===== src/rtl/spi_mf_pkg.sv =====
package spi_mf_pkg;
  // control bit positions
  localparam int CB_CPOL = 6;
  localparam int CB_EDGE = 8;
  localparam int CB_SMP  = 9;
  localparam int CB_WS   = 10;
  localparam int CB_ON   = 15;
  localparam int CB_SSA  = 28;
  localparam logic [31:0] CTRL_MASK = 32'h1000_8F40;

  // status bit positions
  localparam int SB_OVF = 6;
  localparam int SB_TXL = 16;
  localparam int SB_RXL = 24;

  localparam logic [1:0] AL_CLR = 2'd1;
  localparam logic [1:0] AL_SET = 2'd2;

  typedef enum logic [1:0] {
    RG_CTRL = 2'd0,
    RG_STAT = 2'd1,
    RG_DATA = 2'd2,
    RG_BAUD = 2'd3
  } reg_sel_e;

  function automatic logic [31:0] alias_apply(input logic [1:0] kind,
                                              input logic [31:0] cur,
                                              input logic [31:0] wd);
    case (kind)
      AL_CLR:  return cur & ~wd;
      AL_SET:  return cur | wd;
      default: return wd;
    endcase
  endfunction
endpackage


===== src/rtl/spi_mf_fifo.sv =====
module spi_mf_fifo #(
  parameter int DEPTH = 16,
  parameter int W     = 32
) (
  input  logic                     clk,
  input  logic                     rst,
  input  logic                     flush,
  input  logic [$clog2(DEPTH):0]   cap,
  input  logic                     push,
  input  logic [W-1:0]             din,
  input  logic                     pop,
  output logic [W-1:0]             dout,
  output logic [$clog2(DEPTH):0]   level,
  output logic                     full,
  output logic                     empty
);
  localparam int PW = $clog2(DEPTH);

  logic [W-1:0]  mem [DEPTH];
  logic [PW-1:0] wr_ptr, rd_ptr;
  logic          do_push, do_pop;

  assign full    = (level >= cap);
  assign empty   = (level == '0);
  assign do_push = push && !full && !flush;
  assign do_pop  = pop && !empty && !flush;
  assign dout    = mem[rd_ptr];

  always_ff @(posedge clk) begin
    if (do_push) mem[wr_ptr] <= din;
  end

  always_ff @(posedge clk) begin
    if (rst || flush) begin
      wr_ptr <= '0;
      rd_ptr <= '0;
      level  <= '0;
    end else begin
      if (do_push) wr_ptr <= wr_ptr + 1'b1;
      if (do_pop)  rd_ptr <= rd_ptr + 1'b1;
      case ({do_push, do_pop})
        2'b10:   level <= level + 1'b1;
        2'b01:   level <= level - 1'b1;
        default: level <= level;
      endcase
    end
  end
endmodule


===== src/rtl/spi_mf_shift.sv =====
module spi_mf_shift #(
  parameter int DIV_W = 9
) (
  input  logic             clk,
  input  logic             rst,
  input  logic             en,
  input  logic             cpol,
  input  logic             cke,
  input  logic             smp,
  input  logic [1:0]       wsize,
  input  logic [DIV_W-1:0] div,
  input  logic             tx_valid,
  input  logic [31:0]      tx_data,
  input  logic             miso,
  output logic             tx_pop,
  output logic             rx_push,
  output logic [31:0]      rx_data,
  output logic             sck,
  output logic             mosi,
  output logic             busy
);
  logic [DIV_W-1:0] cnt;
  logic [5:0]       half, last_half;
  logic [31:0]      shreg, rxsr, rx_next, load_val, rx_word;
  logic             tick, word_end, sample;

  always_comb begin
    case (wsize)
      2'd0: begin
        last_half = 6'd15;
        load_val  = {tx_data[7:0], 24'b0};
      end
      2'd1: begin
        last_half = 6'd31;
        load_val  = {tx_data[15:0], 16'b0};
      end
      default: begin
        last_half = 6'd63;
        load_val  = tx_data;
      end
    endcase
  end

  assign tick     = busy && (cnt == div);
  assign word_end = tick && (half == last_half);
  // even halves end mid-bit, odd halves end at the bit boundary
  assign sample   = (half[0] == smp);
  assign rx_next  = sample ? {rxsr[30:0], miso} : rxsr;
  assign tx_pop   = en && tx_valid && (!busy || word_end);
  assign mosi     = shreg[31];

  always_comb begin
    case (wsize)
      2'd0:    rx_word = {24'b0, rx_next[7:0]};
      2'd1:    rx_word = {16'b0, rx_next[15:0]};
      default: rx_word = rx_next;
    endcase
  end

  always_ff @(posedge clk) begin
    if (rst || !en) begin
      busy    <= 1'b0;
      cnt     <= '0;
      half    <= '0;
      shreg   <= '0;
      rxsr    <= '0;
      sck     <= cpol;
      rx_push <= 1'b0;
      rx_data <= '0;
    end else begin
      rx_push <= word_end;
      if (word_end) rx_data <= rx_word;
      if (!busy) begin
        if (tx_valid) begin
          busy  <= 1'b1;
          cnt   <= '0;
          half  <= '0;
          shreg <= load_val;
          rxsr  <= '0;
          sck   <= cpol ^ ~cke;
        end else begin
          sck <= cpol;
        end
      end else if (!tick) begin
        cnt <= cnt + 1'b1;
      end else begin
        cnt <= '0;
        if (word_end) begin
          if (tx_valid) begin
            half  <= '0;
            shreg <= load_val;
            rxsr  <= '0;
            sck   <= cpol ^ ~cke;
          end else begin
            busy  <= 1'b0;
            shreg <= '0;
            rxsr  <= '0;
            sck   <= cpol;
          end
        end else begin
          half <= half + 1'b1;
          rxsr <= rx_next;
          sck  <= ~sck;
          if (half[0]) shreg <= {shreg[30:0], 1'b0};
        end
      end
    end
  end
endmodule


===== src/rtl/spi_fifo_master.sv =====
module spi_fifo_master
  import spi_mf_pkg::*;
#(
  parameter int FIFO_BYTES = 16,
  parameter int DIV_W      = 9
) (
  input  logic        clk,
  input  logic        rst,
  input  logic        bus_wr,
  input  logic        bus_rd,
  input  logic [3:0]  bus_addr,
  input  logic [31:0] bus_wdata,
  output logic [31:0] bus_rdata,
  output logic        sck,
  output logic        mosi,
  input  logic        miso,
  output logic        ss_n
);
  localparam int LVL_W = $clog2(FIFO_BYTES) + 1;

  logic [31:0]      ctrl_q;
  logic [DIV_W-1:0] baud_q;
  logic             ovf_q;
  logic [1:0]       kind, wsz;
  reg_sel_e         rsel;
  logic             on, data_push, rx_pop;
  logic [LVL_W-1:0] cap, tx_lvl, rx_lvl;
  logic [31:0]      tx_dout, rx_dout, rx_word, stat_w;
  logic             tx_full, tx_empty, rx_full, rx_empty;
  logic             tx_pop, rx_push, sh_busy;

  assign rsel      = reg_sel_e'(bus_addr[3:2]);
  assign kind      = bus_addr[1:0];
  assign on        = ctrl_q[CB_ON];
  assign wsz       = (ctrl_q[CB_WS +: 2] == 2'd3) ? 2'd2 : ctrl_q[CB_WS +: 2];
  assign cap       = LVL_W'(FIFO_BYTES >> wsz);
  assign data_push = bus_wr && (rsel == RG_DATA) && (kind != AL_CLR) &&
                     (kind != AL_SET) && on && !tx_full;
  assign rx_pop    = bus_rd && (rsel == RG_DATA);

  always_ff @(posedge clk) begin
    if (rst) begin
      ctrl_q <= '0;
      baud_q <= '0;
    end else if (bus_wr) begin
      if (rsel == RG_CTRL)
        ctrl_q <= alias_apply(kind, ctrl_q, bus_wdata) & CTRL_MASK;
      if (rsel == RG_BAUD)
        baud_q <= DIV_W'(alias_apply(kind, 32'(baud_q), bus_wdata));
    end
  end

  always_ff @(posedge clk) begin
    if (rst)
      ovf_q <= 1'b0;
    else if (rx_push && rx_full)
      ovf_q <= 1'b1;
    else if (bus_wr && (rsel == RG_STAT) && (kind == AL_CLR) && bus_wdata[SB_OVF])
      ovf_q <= 1'b0;
  end

  spi_mf_fifo #(.DEPTH(FIFO_BYTES), .W(32)) u_txq (
    .clk(clk), .rst(rst), .flush(!on), .cap(cap),
    .push(data_push), .din(bus_wdata), .pop(tx_pop),
    .dout(tx_dout), .level(tx_lvl), .full(tx_full), .empty(tx_empty)
  );

  spi_mf_fifo #(.DEPTH(FIFO_BYTES), .W(32)) u_rxq (
    .clk(clk), .rst(rst), .flush(!on), .cap(cap),
    .push(rx_push), .din(rx_word), .pop(rx_pop),
    .dout(rx_dout), .level(rx_lvl), .full(rx_full), .empty(rx_empty)
  );

  spi_mf_shift #(.DIV_W(DIV_W)) u_shift (
    .clk(clk), .rst(rst), .en(on),
    .cpol(ctrl_q[CB_CPOL]), .cke(ctrl_q[CB_EDGE]), .smp(ctrl_q[CB_SMP]),
    .wsize(wsz), .div(baud_q),
    .tx_valid(!tx_empty), .tx_data(tx_dout), .miso(miso),
    .tx_pop(tx_pop), .rx_push(rx_push), .rx_data(rx_word),
    .sck(sck), .mosi(mosi), .busy(sh_busy)
  );

  always_ff @(posedge clk) begin
    if (rst) ss_n <= 1'b1;
    else     ss_n <= ~(ctrl_q[CB_SSA] && on && (sh_busy || !tx_empty));
  end

  always_comb begin
    stat_w                 = '0;
    stat_w[SB_OVF]         = ovf_q;
    stat_w[SB_TXL +: LVL_W] = tx_lvl;
    stat_w[SB_RXL +: LVL_W] = rx_lvl;
  end

  always_ff @(posedge clk) begin
    if (rst) begin
      bus_rdata <= '0;
    end else if (bus_rd) begin
      case (rsel)
        RG_CTRL: bus_rdata <= ctrl_q;
        RG_STAT: bus_rdata <= stat_w;
        RG_DATA: bus_rdata <= rx_empty ? 32'd0 : rx_dout;
        default: bus_rdata <= 32'(baud_q);
      endcase
    end
  end
endmodule


===== config.mk =====
export PLATFORM = sky130hd
export DESIGN_NAME = spi_fifo_master
export DESIGN_NICKNAME = d
export VERILOG_FILES = /design/src/rtl/spi_mf_pkg.sv /design/src/rtl/spi_mf_fifo.sv /design/src/rtl/spi_mf_shift.sv /design/src/rtl/spi_fifo_master.sv
export SDC_FILE = /design/constraint.sdc
export NUM_CORES = 1
export LEC_CHECK = 0
export ABC_AREA = 1
export BUFFER_PORTS_ARGS = -buffer_cell sky130_fd_sc_hd__buf_2
export CAP_MARGIN = 20
export CORE_MARGIN = 3
export CORE_UTILIZATION = 45
export DETAILED_ROUTE_END_ITERATION = 12
export SYNTH_ARGS = -nofsm -noshare
export SYNTH_HDL_FRONTEND = slang
export SYNTH_SLANG_ARGS = --single-unit

===== constraint.sdc =====
create_clock -name clk -period 7.55 [get_ports clk]
set_clock_uncertainty 0.2 [all_clocks]
set_input_delay 1.51 -clock clk [delete_from_list [all_inputs] [get_ports clk]]
set_output_delay 1.51 -clock clk [all_outputs]
set_load 0.02 [all_outputs]

**Yosys cells after proc, flatten, opt, wreduce, memory -nomap -nowiden**

Memory sizes are Yosys's and may differ from the RTL's. A register that Yosys moved wholly into a read port is not among the register bits.
Cells that the tools add are included.
Widths: inputs -> output; s select.

- Bits in registers: 190
- Bits in writable memories: 1024
- Bits of input ports: 41
- Output and inout bits: 35
- Logic and storage cells: 154
- Memories kept: 2

- $add $sub $neg: 10
- $lt $le $gt $ge: 2
- Eq/ne operators: 20
- Shift-type cells: 1
- Mux-type cells: 47
- Bitwise logic cells: 9
- Reduce and logical (&&, ||, !) cells: 44

Memories:

| memory | words | bits a word | rd ports | clocked after memory_dff | write ports | RTL line | source |
|---|---|---|---|---|---|---|---|
| u_rxq.mem | 16 | 32 | 1 | 1 | 1 | spi_mf_fifo.sv:19 | `logic [W-1:0] mem [DEPTH];` |
| u_txq.mem | 16 | 32 | 1 | 1 | 1 | spi_mf_fifo.sv:19 |  |

Operator list:

| operator | number |
|---|---|
| $mux 32 | 12 |
| $pmux 32 s2 | 2 |
| $pmux 32 s3 | 1 |
| $pmux 29 s2 | 1 |
| $and 29x29->29 | 1 |
| $not 29->29 | 1 |
| $or 29x29->29 | 1 |
| $mux 9 | 3 |
| $logic_and 1x1->1 | 24 |
| $mux 6 | 4 |
| $pmux 5 s2 | 2 |
| $pmux 9 s2 | 1 |
| $add 4x1->4 const B | 4 |
| $mux 4 | 4 |
| $mux 1 | 15 |
| $eq 2x2->1 const B | 6 |
| $pmux 6 s2 | 1 |
| $add 5x1->5 const B | 2 |
| $eq 2x1->1 const B | 5 |
| $ge 5x5->1 | 2 |
| $logic_not 5->1 | 2 |
| $sub 5x1->5 const B | 2 |
| $add 9x1->9 const B | 1 |
| $and 9x9->9 | 1 |
| 18 further kinds | 35 |

**Logic depth before layout (Yosys ltp)**

Gate-level depths: netlist of the first run.

- Depth in word-level cells: 12
- Gate-level depth with buffers: 22
- Mapped depth without buffers: 21

**Hierarchy**

From an unflattened synthesis of the first run, not the netlist that was laid out.

- Cell total of the unflattened synthesis: 4884
- Area total of the unflattened synthesis: 52520.4 um^2

By module, submodules not included:

| module | times used | cells each | area each (um^2) | seq. area each (um^2) |
|---|---|---|---|---|
| spi_mf_fifo | 2 | 1780 | 22002.4 | 15715.1 |
| spi_mf_shift | 1 | 969 | 6110.9 | 2292.2 |
| spi_fifo_master | 1 | 355 | 2404.8 | 1001.0 |

**Worst setup path before layout of the first run**

Ideal clock, no wire load.

- Path type: input -> register
- Start point: in bus_addr[1]
- End point: mem u_txq.mem[11][0] (enable)
- Arrival: 3.806 ns
- Data required time: 6.929 ns
- Path slack: 3.123 ns
- Stages: 9
- Path through: inv_1 ha_1 inv_1 nand3_1 nor4_1 nand2_1 nor2_1 nand2_1 nor2_1

- Longest elaborated chain between the ends: 9

Ends and longest elaborated chain:

| element | RTL line | source |
|---|---|---|
| from (decl) | spi_fifo_master.sv:11 | `input logic [3:0] bus_addr,` |
| $ne 2x1->1 | spi_fifo_master.sv:37 | `assign data_push = bus_wr && (rsel == RG_DATA) && (kind != AL_CLR) &&` |
| $logic_and 1x1->1 | spi_fifo_master.sv:37 |  |
| $logic_and 1x1->1 (*) | spi_fifo_master.sv:37 |  |
| $logic_and 1x1->1 (*) (2 in series) | spi_fifo_master.sv:38 | `(kind != AL_SET) && on && !tx_full;` |
| $logic_and 1x1->1 (*) (2 in series) | spi_mf_fifo.sv:25 | `assign do_push = push && !full && !flush;` |
| $mux 1 (*) | spi_mf_fifo.sv:30 | `if (do_push) mem[wr_ptr] <= din;` |
| $mux 1 (not written as such) (*) | spi_mf_fifo.sv:30 |  |
| to (decl) | spi_mf_fifo.sv:19 |  |

Every way passes the cells marked *; elsewhere a longest branch is shown, timed or not.

**Worst setup path in the final report of the first run**

- Start point: in bus_addr[2]
- End point: reg u_rxq.level[4]

- Longest elaborated chain between the ends: 6

Ends and longest elaborated chain:

| element | RTL line | source |
|---|---|---|
| $eq 2x2->1 (*) | spi_fifo_master.sv:39 | `assign rx_pop = bus_rd && (rsel == RG_DATA);` |
| $logic_and 1x1->1 (*) | spi_fifo_master.sv:39 |  |
| $logic_and 1x1->1 (*) (2 in series) | spi_mf_fifo.sv:26 | `assign do_pop = pop && !empty && !flush;` |
| via u_rxq.do_pop | spi_mf_fifo.sv:21 | `logic do_push, do_pop;` |
| $eq 2x1->1 / $eq 2x2->1 (equally long branches) | spi_mf_fifo.sv:41 | `case ({do_push, do_pop})` |
| $pmux 5 s2 / $reduce_bool 2->1 (equally long branches) | n/a |  |
| to (signal assigned) | spi_mf_fifo.sv:42 | `2'b10: level <= level + 1'b1;` |
| to (signal assigned) | spi_mf_fifo.sv:43 | `2'b01: level <= level - 1'b1;` |
| to (signal assigned) | spi_mf_fifo.sv:44 | `default: level <= level;` |
| to (decl) | spi_mf_fifo.sv:13 | `output logic [$clog2(DEPTH):0] level,` |

Mark *: on every way through the listed nets, which the timed path passes. The rest lies on a longest branch.
A chain may end at the register's enable or synchronous reset.

==> metrics.md, run 1 <==
| Metric | Value |
|---|---|
| Vias per cell | 5.441 |
| Status | complete, no violations |
| Post-CTS Hold Fix Bufs | 0 |
| Overflow after GRT | 0 |
| Nets | between 4k and 5k |
| Clk root buf | clkbuf_16 |
| Post-cts resize count | 0 |
| Placed cells | around 6.2k |
| Worst skew pair latency | just over 0.7 ns |
| PwrDens | 240.5 nW/um^2 |
| Clock transition at the registers of the reported paths | 0.06 ns |
| Setup-failing EPs final | 0 |
| Slew margin rel. | between 20 and 25% |
| CP Class | input pin to flop |
| Total CTS buffers | ~120 |
| Slew Viols, Final | 0 |
| WP data arrival | about 5.2 ns |
| CP peak stage delay | approximately 0.65 ns |
| Total power | 13.71 mW |
| Critical path's top delay family | buffers and inverters |
| Clock power frac | a little under half |
| Count of cell types in the netlist | slightly above 40 |
| Comb power frac | under 10% |
| Fraction of layout cells with a size suffix above 1 | between 8 and 9% |
| Postcts setup bufs | 0 |
| DR pass1 iterations | 5 |
| Critical Path Source Type | input pin |
| Final hold violation count | 0 |
| Yosys warning count | 0 |
| Die area | roughly 120000 um^2 |
| DR DRC count | 0 |
| First-pass GRT wire length | about 200 mm |
| Critical path required time | roughly 8 ns |
| PortBufs | 75 |
| Cell Chain, Critical Path | buf_2 -> inv_1 -> nand2_1 -> inv_1 -> nand2_1 -> clkinv_1 -> nand2_1 -> inv_2 -> nand2_1 -> inv_1 -> ha_1 -> xor2_1 -> ha_1 -> inv_1 -> nand2_1 -> nand2_1 -> o21ai_0 -> a21oi_1 -> o21ai_0 -> o21ai_0 -> a21oi_1 |
| Area of the core | ~110000 um^2 |
| Vias | ~35k |
| Leakage | between 20 and 25 nW |
| Initial antenna violation count | 7 |
| Worst Max-Slew Pin Slew | 1.156 ns |
| Synthesized area | a little over 50000 um^2 |
| Worst hold path depth | 2 |
| Final std cells w/o fill | 6471 |
| Switch share | roughly 20% |
| Pint | roughly 11 mW |
| DRT Wirelength | between 100 and 150 mm |
| Worst reg2reg path depth | 20 |
| Die width | 342.5 um |
| # rows | approximately 120 |
| Longest Clk Path Bufs | 3 |
| Largest net degree at the start of global routing | 230 |
| Detailed Route Iter0 Violations | 3556 |
| Worst Path Max Fanout | 18 |
| Mean routed wirelength per cell | 20.68 um |
| CP Capture Type | flop |
| Sequential share of the synthesized area | ~68% |
| Crit path buf inv count | 7 |
| Sw Pwr | 2.715 mW |
| Setup TNS | 0 ns |
| CP most frequent cell | nand2_1 |
| Slowest stage cell on the critical path | clkinv_1 |
| Vias in the first global route | ~33k |
| Max-cap violations | 0 |
| GRT Util Overall | between 20% and 30% |
| Layout area overhead | 11.92% |
| Final Critical Period | ~4.8 ns |
| VDD IR max | just under 0.0002 V |
| Clk sinks | ~1.2k |
| Mapped Avg Cell Area | approximately 10 um^2 |
| Max Clk Rate | approximately 0.21 GHz |
| Fillers | a little under 10k |
| Tcrit/Tclk final | between 60% and 70% |
| Ports | between 70 and 80 |
| GPL Wtd Cong | 0.8189 |
| Hold Path Class | flop to flop |
| CTS tree | done |
| Starting density of the core | a little under half |
| Die Y | ~340 um |
| HPWL Detailed | between 70 and 80 mm |
| Routed Antenna Nets | 0 |
| Mapped Cells | 4894 |
| Synth Register Bits | 1222 |
| Unrepaired setup endpoints after global routing | false |
| Sequential share of power | 53.0% |
| Number of cells on the critical path | 21 |
| Htree depth | 3 |
## per-stage QoR
step | hold WS (ns) | utilization, % | instance area (um^2) | setup slack, ns
after detailed placement | 0.2522 | 47.37 | 52790 | 2.174
after global routing | 0.2890 | 51.16 | 57010 | 2.462
final | 0.2624 | 51.17 | 57020 | 2.781
after global placement | 0.2507 | 47.34 | 52750 | 2.204
after CTS | 0.2614 | 51.11 | 56960 | 2.917
after floorplan | 0.2355 | - | 50950 | 3.123
## flip-flops by register name, summed over array words and instances (netlist names), 6 cells and up, named ones only
register / flops
bus_rdata: 32
u_txq.mem: 512
u_shift.rxsr: 32
u_rxq.mem: 512
baud_q: 9
u_shift.rx_data: 32
u_shift.half: 6
u_shift.shreg: 32
u_shift.cnt: 9
ctrl_q: 7
## logic make-up (layout without fill, tap and decap cells)
logic type      after synthesis  in the layout  share of synthesized area (%)
compound gates              773            773                          8.203
fa+ha+maj                    28             28                         0.6876
mux                           1              1                        0.01965
flops                      1222           1222                          68.15
simple gates               2266           2266                          18.08
other cells                   1              5                       0.007361
xor+xnor                     16             16                         0.2750
buf+inv                     587            672                          4.570
## placed cells by master (no fill, tap or decap), types with 17 or more instances in the layout
cell type / count
a21oi_1: 197
nand2_1: 1349
clkbuf_16: 124
dfxtp_1: 189
inv_1: 282
nand3_1: 447
buf_4: 62
ha_1: 28
clkbuf_1: 21
or2_2: 27
clkinv_2: 25
o21ai_0: 419
o211ai_1: 41
o21ai_1: 17
nor2_1: 379
o22ai_1: 56
nor2_4: 33
edfxtp_1: 1025
buf_2: 75
bufinv_16: 18
clkinv_1: 26
## layer usage
metal,track usage (%),share of wire (%)
met1,33.42,46
met2,34.19,45
met3,3.975,7.5
met4,6.427,2.1
met5,0,0.031
## worst min-delay path, cell delays in order (launching register included)
cell	delay (ns)
dfxtp_1	0.31
nand2_1	0.06
a21oi_1	0.05
## cells in the mapped netlist
cell	count	area, um^2
inv_1	285	1070
o21ai_4	1	16.27
buf_1	34	127.6
o22ai_1	56	350.3
clkbuf_1	167	626.9
buf_4	4	30.03
nor2_1	412	1546
conb_1	1	3.750
xnor2_1	6	52.55
nand3_2	1	10.01
dfxtp_1	197	3944
buf_6	1	11.26
nand2_2	4	25.02
nand4_1	10	62.56
nand2_1	1349	5064
clkbuf_2	1	5.000
nor4_1	1	6.260
o21ai_1	17	85.08
nor3_1	11	55.05
nor2_2	2	12.51
o221ai_1	14	122.6
a21oi_4	1	16.27
edfxtp_1	1025	30780
nor2_8	1	20.02
a21oi_1	197	986.0
xor2_1	10	87.58
o211ai_1	41	307.8
o2111ai_1	1	8.760
a211oi_1	8	60.06
or2_2	27	168.9
buf_2	81	405.4
a41oi_1	1	8.760
ha_1	28	350.3
inv_2	10	37.54
o21ai_0	419	2097
a21o_1	1	7.510
mux2i_1	1	10.01
a221oi_1	5	43.79
nand3_1	448	2242
a31oi_1	11	68.82
clkinv_1	4	15.01
## power by group through the flow
stage,sequential (mW),clock [mW],combinational (mW)
after floorplan,7.41,0,0.0724
after global placement,7.41,0,0.171
after detailed placement,7.41,0,0.173
after CTS,7.27,6.38,0.174
after global routing,7.26,6.64,0.193
final,7.27,6.27,0.176
## path summary, 6_finish.rpt
check	from	end	slack [ns]
max reg2reg	ctrl_q[11]	u_rxq.level[4]	3.13
min	bus_rdata[12]	bus_rdata[12]	0.26
min reg2reg	bus_rdata[12]	bus_rdata[12]	0.26
max	bus_addr[2]	u_rxq.level[4]	2.78
## cell type report
class,count,area [um^2],share of cell area (%)
Clock buffer,154,3299,5.786
Timing Repair Buffer,142,950.9,1.668
Multi-Input combinational cell,3086,14150,24.82
Clock inverter,77,869.6,1.525
Inverter,299,1135,1.990
Tap cell,1488,1862,3.265
Antenna cell,3,7.507,0.01317
Sequential cell,1222,34740,60.93
Power figures use the tool's default switching activity.
==> inputs of run 2 (changes only) <==
- clock period: 7.55 -> 4.2 ns (I/O delays scaled with it)
==> run 2 against run 1 <==
Effect of this change:
- register-to-register slack worse by 2.7 ns
- largest cell class unchanged
- routed wire length is 0.28% lower
- final area is 0.69% higher
- final cell count is 0.49% higher
- power is 79% higher
- non-clock buffer count is 22 higher
- clock power is 77% higher
- sequential cell count stayed put
- sequential share of layout area is 0.42 points lower
- worst hold slack worse by 0.0013 ns
- combinational power is 94% higher
- highest routed layer unchanged
==> metrics.md, run 2 (synthesis results as in run 1) <==
| Metric | Value |
|---|---|
| WP data arrival | between 4 and 5 ns |
| Clock power frac | between 40% and 50% |
| Overflow after GRT | 0 |
| DRT Wirelength | 133.5 mm |
| Detailed Route Iter0 Violations | roughly 3.6k |
| Total CTS buffers | 130 |
| Worst hold path depth | 2 |
| Min-delay src | bus_rdata[13] |
| VDD IR max | 0.0003870 V |
| Setup WS pre-CTS | about 0.43 ns |
| Final std cells w/o fill | about 6.5k |
| Leakage | about 22 nW |
| Unrepaired setup endpoints after global routing | false |
| Clk sinks | ~1.2k |
| Critical path's top delay family | simple AND/OR/NAND/NOR gates |
| Hold Path Class | flop to flop |
| Slowest stage cell on the critical path | dfxtp_1 |
| Starting density of the core | 45.72% |
| Register-to-register setup slack | about 0.39 ns |
| Die Y | 342.5 um |
| CP Capture Type | flop |
| Die width | ~340 um |
| Fillers | roughly 10k |
| Placed cells | approximately 6.3k |
| Worst Hold End | bus_rdata[13] |
| Worst reg2reg path depth | 20 |
| DP Area | approximately 53000 um^2 |
| Worst skew pair latency | 0.73 ns |
| DR pass1 iterations | 6 |
| First-pass GRT wire length | 202.3 mm |
| Pint | ~20 mW |
| HPWL Detailed | between 70 and 80 mm |
| Final hold violation count | 0 |
| PwrDens | around 430 nW/um^2 |
| Routed Antenna Nets | 0 |
| Clock transition at the registers of the reported paths | approximately 0.06 ns |
| Ports | 76 |
| Most frequent standard cell in the layout excluding fill and tap cells | nand2_1 |
| GRT Util Overall | between 20% and 30% |
| Cell Chain, Critical Path | ha_1 -> nand2_1 -> nor2_1 -> nand4_1 -> nor2_1 -> nand3_2 -> nand2_2 -> nand2_1 -> inv_1 -> ha_1 -> xor2_1 -> ha_1 -> inv_1 -> nand2_1 -> nand2_1 -> o21ai_0 -> a21oi_1 -> o21ai_0 -> o21ai_0 -> a21oi_1 |
| Postcts setup bufs | 0 |
| Post-CTS Hold Fix Bufs | 0 |
| DR DRC count | 0 |
| Worst Max-Slew Pin Slew | 1.148 ns |
| Critical path required time | around 4.7 ns |
| Area of the core | 111400 um^2 |
| Slew Viols, Final | 0 |
| Reg2reg end | u_txq.level[4] |
| GPL Wtd Cong | 0.8584 |
| Layout area overhead | 12.69% |
| Mean routed wirelength per cell | a little over 20 um |
| Clk root buf | clkbuf_16 |
| # rows | approximately 120 |
| Final worst slack | just under 0.4 ns |
| Nets | 4972 |
| Setup-failing EPs final | 0 |
| Die area | roughly 120000 um^2 |
| Total power | roughly 24 mW |
| Longest Clk Path Bufs | 3 |
| Final Hold Slack | 0.2610 ns |
| Worst Path Max Fanout | 14 |
| Switch share | between 20% and 30% |
| Max Clk Rate | about 0.26 GHz |
| CTS tree | done |
| Htree depth | 4 |
| Final instance area | around 57000 um^2 |
| Final Core Density | 51.52% |
| Commonest non-fill, non-tap cells in the layout | nand2_1, edfxtp_1, nand3_1, o21ai_0, nor2_1 |
| Tcrit/Tclk final | 90.78% |
| Worst r2r src | u_shift.half[0] |
| Critical Path Source Type | flop |
| Sequential share of power | 53.4% |
| CP Class | flop to flop |
| Setup TNS | 0 ns |
| Sw Pwr | just under 5 mW |
| Fraction of layout cells with a size suffix above 1 | 8.641% |
| Initial antenna violation count | 7 |
| Comb power frac | 1.4% |
| CP peak stage delay | about 0.37 ns |
| PortBufs | 75 |
| Crit path buf inv count | 2 |
| Vias in the first global route | around 33k |
| Biggest regs | u_rxq.mem x512, u_txq.mem x512 |
| Slew margin rel. | between 20% and 30% |
| CP most frequent cell | nand2_1 |
| Vias | 35.27k |
| Post-cts resize count | 0 |
| Final Critical Period | between 3 and 4 ns |
| Status | complete, no violations |
| Max-cap violations | 0 |
| Largest net degree at the start of global routing | roughly 200 |
| Vias per cell | between 5 and 6 |
==> run 2: worst max path at each step <==
stage               depth (start not counted)            start                to
finish                                     20  u_shift.half[0]    u_txq.level[4]
global route                               20       ctrl_q[10]    u_rxq.level[4]
CTS                                        20  u_shift.half[0]    u_txq.level[4]
detailed placement                         20  u_shift.half[0]    u_txq.level[4]
global placement                           20  u_shift.half[0]    u_txq.level[4]
floorplan                                  10       ctrl_q[10]  u_rxq.mem[11][0]
==> run 2: final cells by class <==
class	count	area [um^2]	share of cell area, %
clock inverters	57	467.9	0.8150
well taps	1488	1862	3.243
repair buffers	164	1393	2.426
multi-input cells	3086	14150	24.65
inverters	299	1135	1.977
clock buffers	183	3651	6.359
diodes	4	10.01	0.01743
flip-flops and latches	1222	34740	60.51
==> run 2: power by group through the flow <==
| stage | Clock (mW) | Combinational (mW) | Sequential (mW) |
|---|---|---|---|
| floorplan | 0 | 0.130 | 13.3 |
| global route | 11.8 | 0.372 | 13.1 |
| finish | 11.1 | 0.341 | 13.1 |
| global placement | 0 | 0.334 | 13.3 |
| CTS | 11.3 | 0.337 | 13.1 |
| detailed placement | 0 | 0.336 | 13.3 |
==> run 2: per-layer routing <==
metal	track usage [%]	vias to the layer above	routed length, um
li1	-	16795	-
met1	32.97	17050	60390
met2	33.82	1225	59330
met3	4.879	196	10430
met4	7.216	2	3313
met5	0	-	12
==> run 2: worst register-to-register path: stages (launching register included) <==
cell and delay, ns:
dfxtp_1 0.37, ha_1 0.18, nand2_1 0.09, nor2_1 0.16
nand4_1 0.10, nor2_1 0.21, nand3_2 0.12, nand2_2 0.31
nand2_1 0.29, inv_1 0.18, ha_1 0.31, xor2_1 0.22
ha_1 0.17, inv_1 0.04, nand2_1 0.10, nand2_1 0.06
o21ai_0 0.23, a21oi_1 0.09, o21ai_0 0.11, o21ai_0 0.10
a21oi_1 0.13
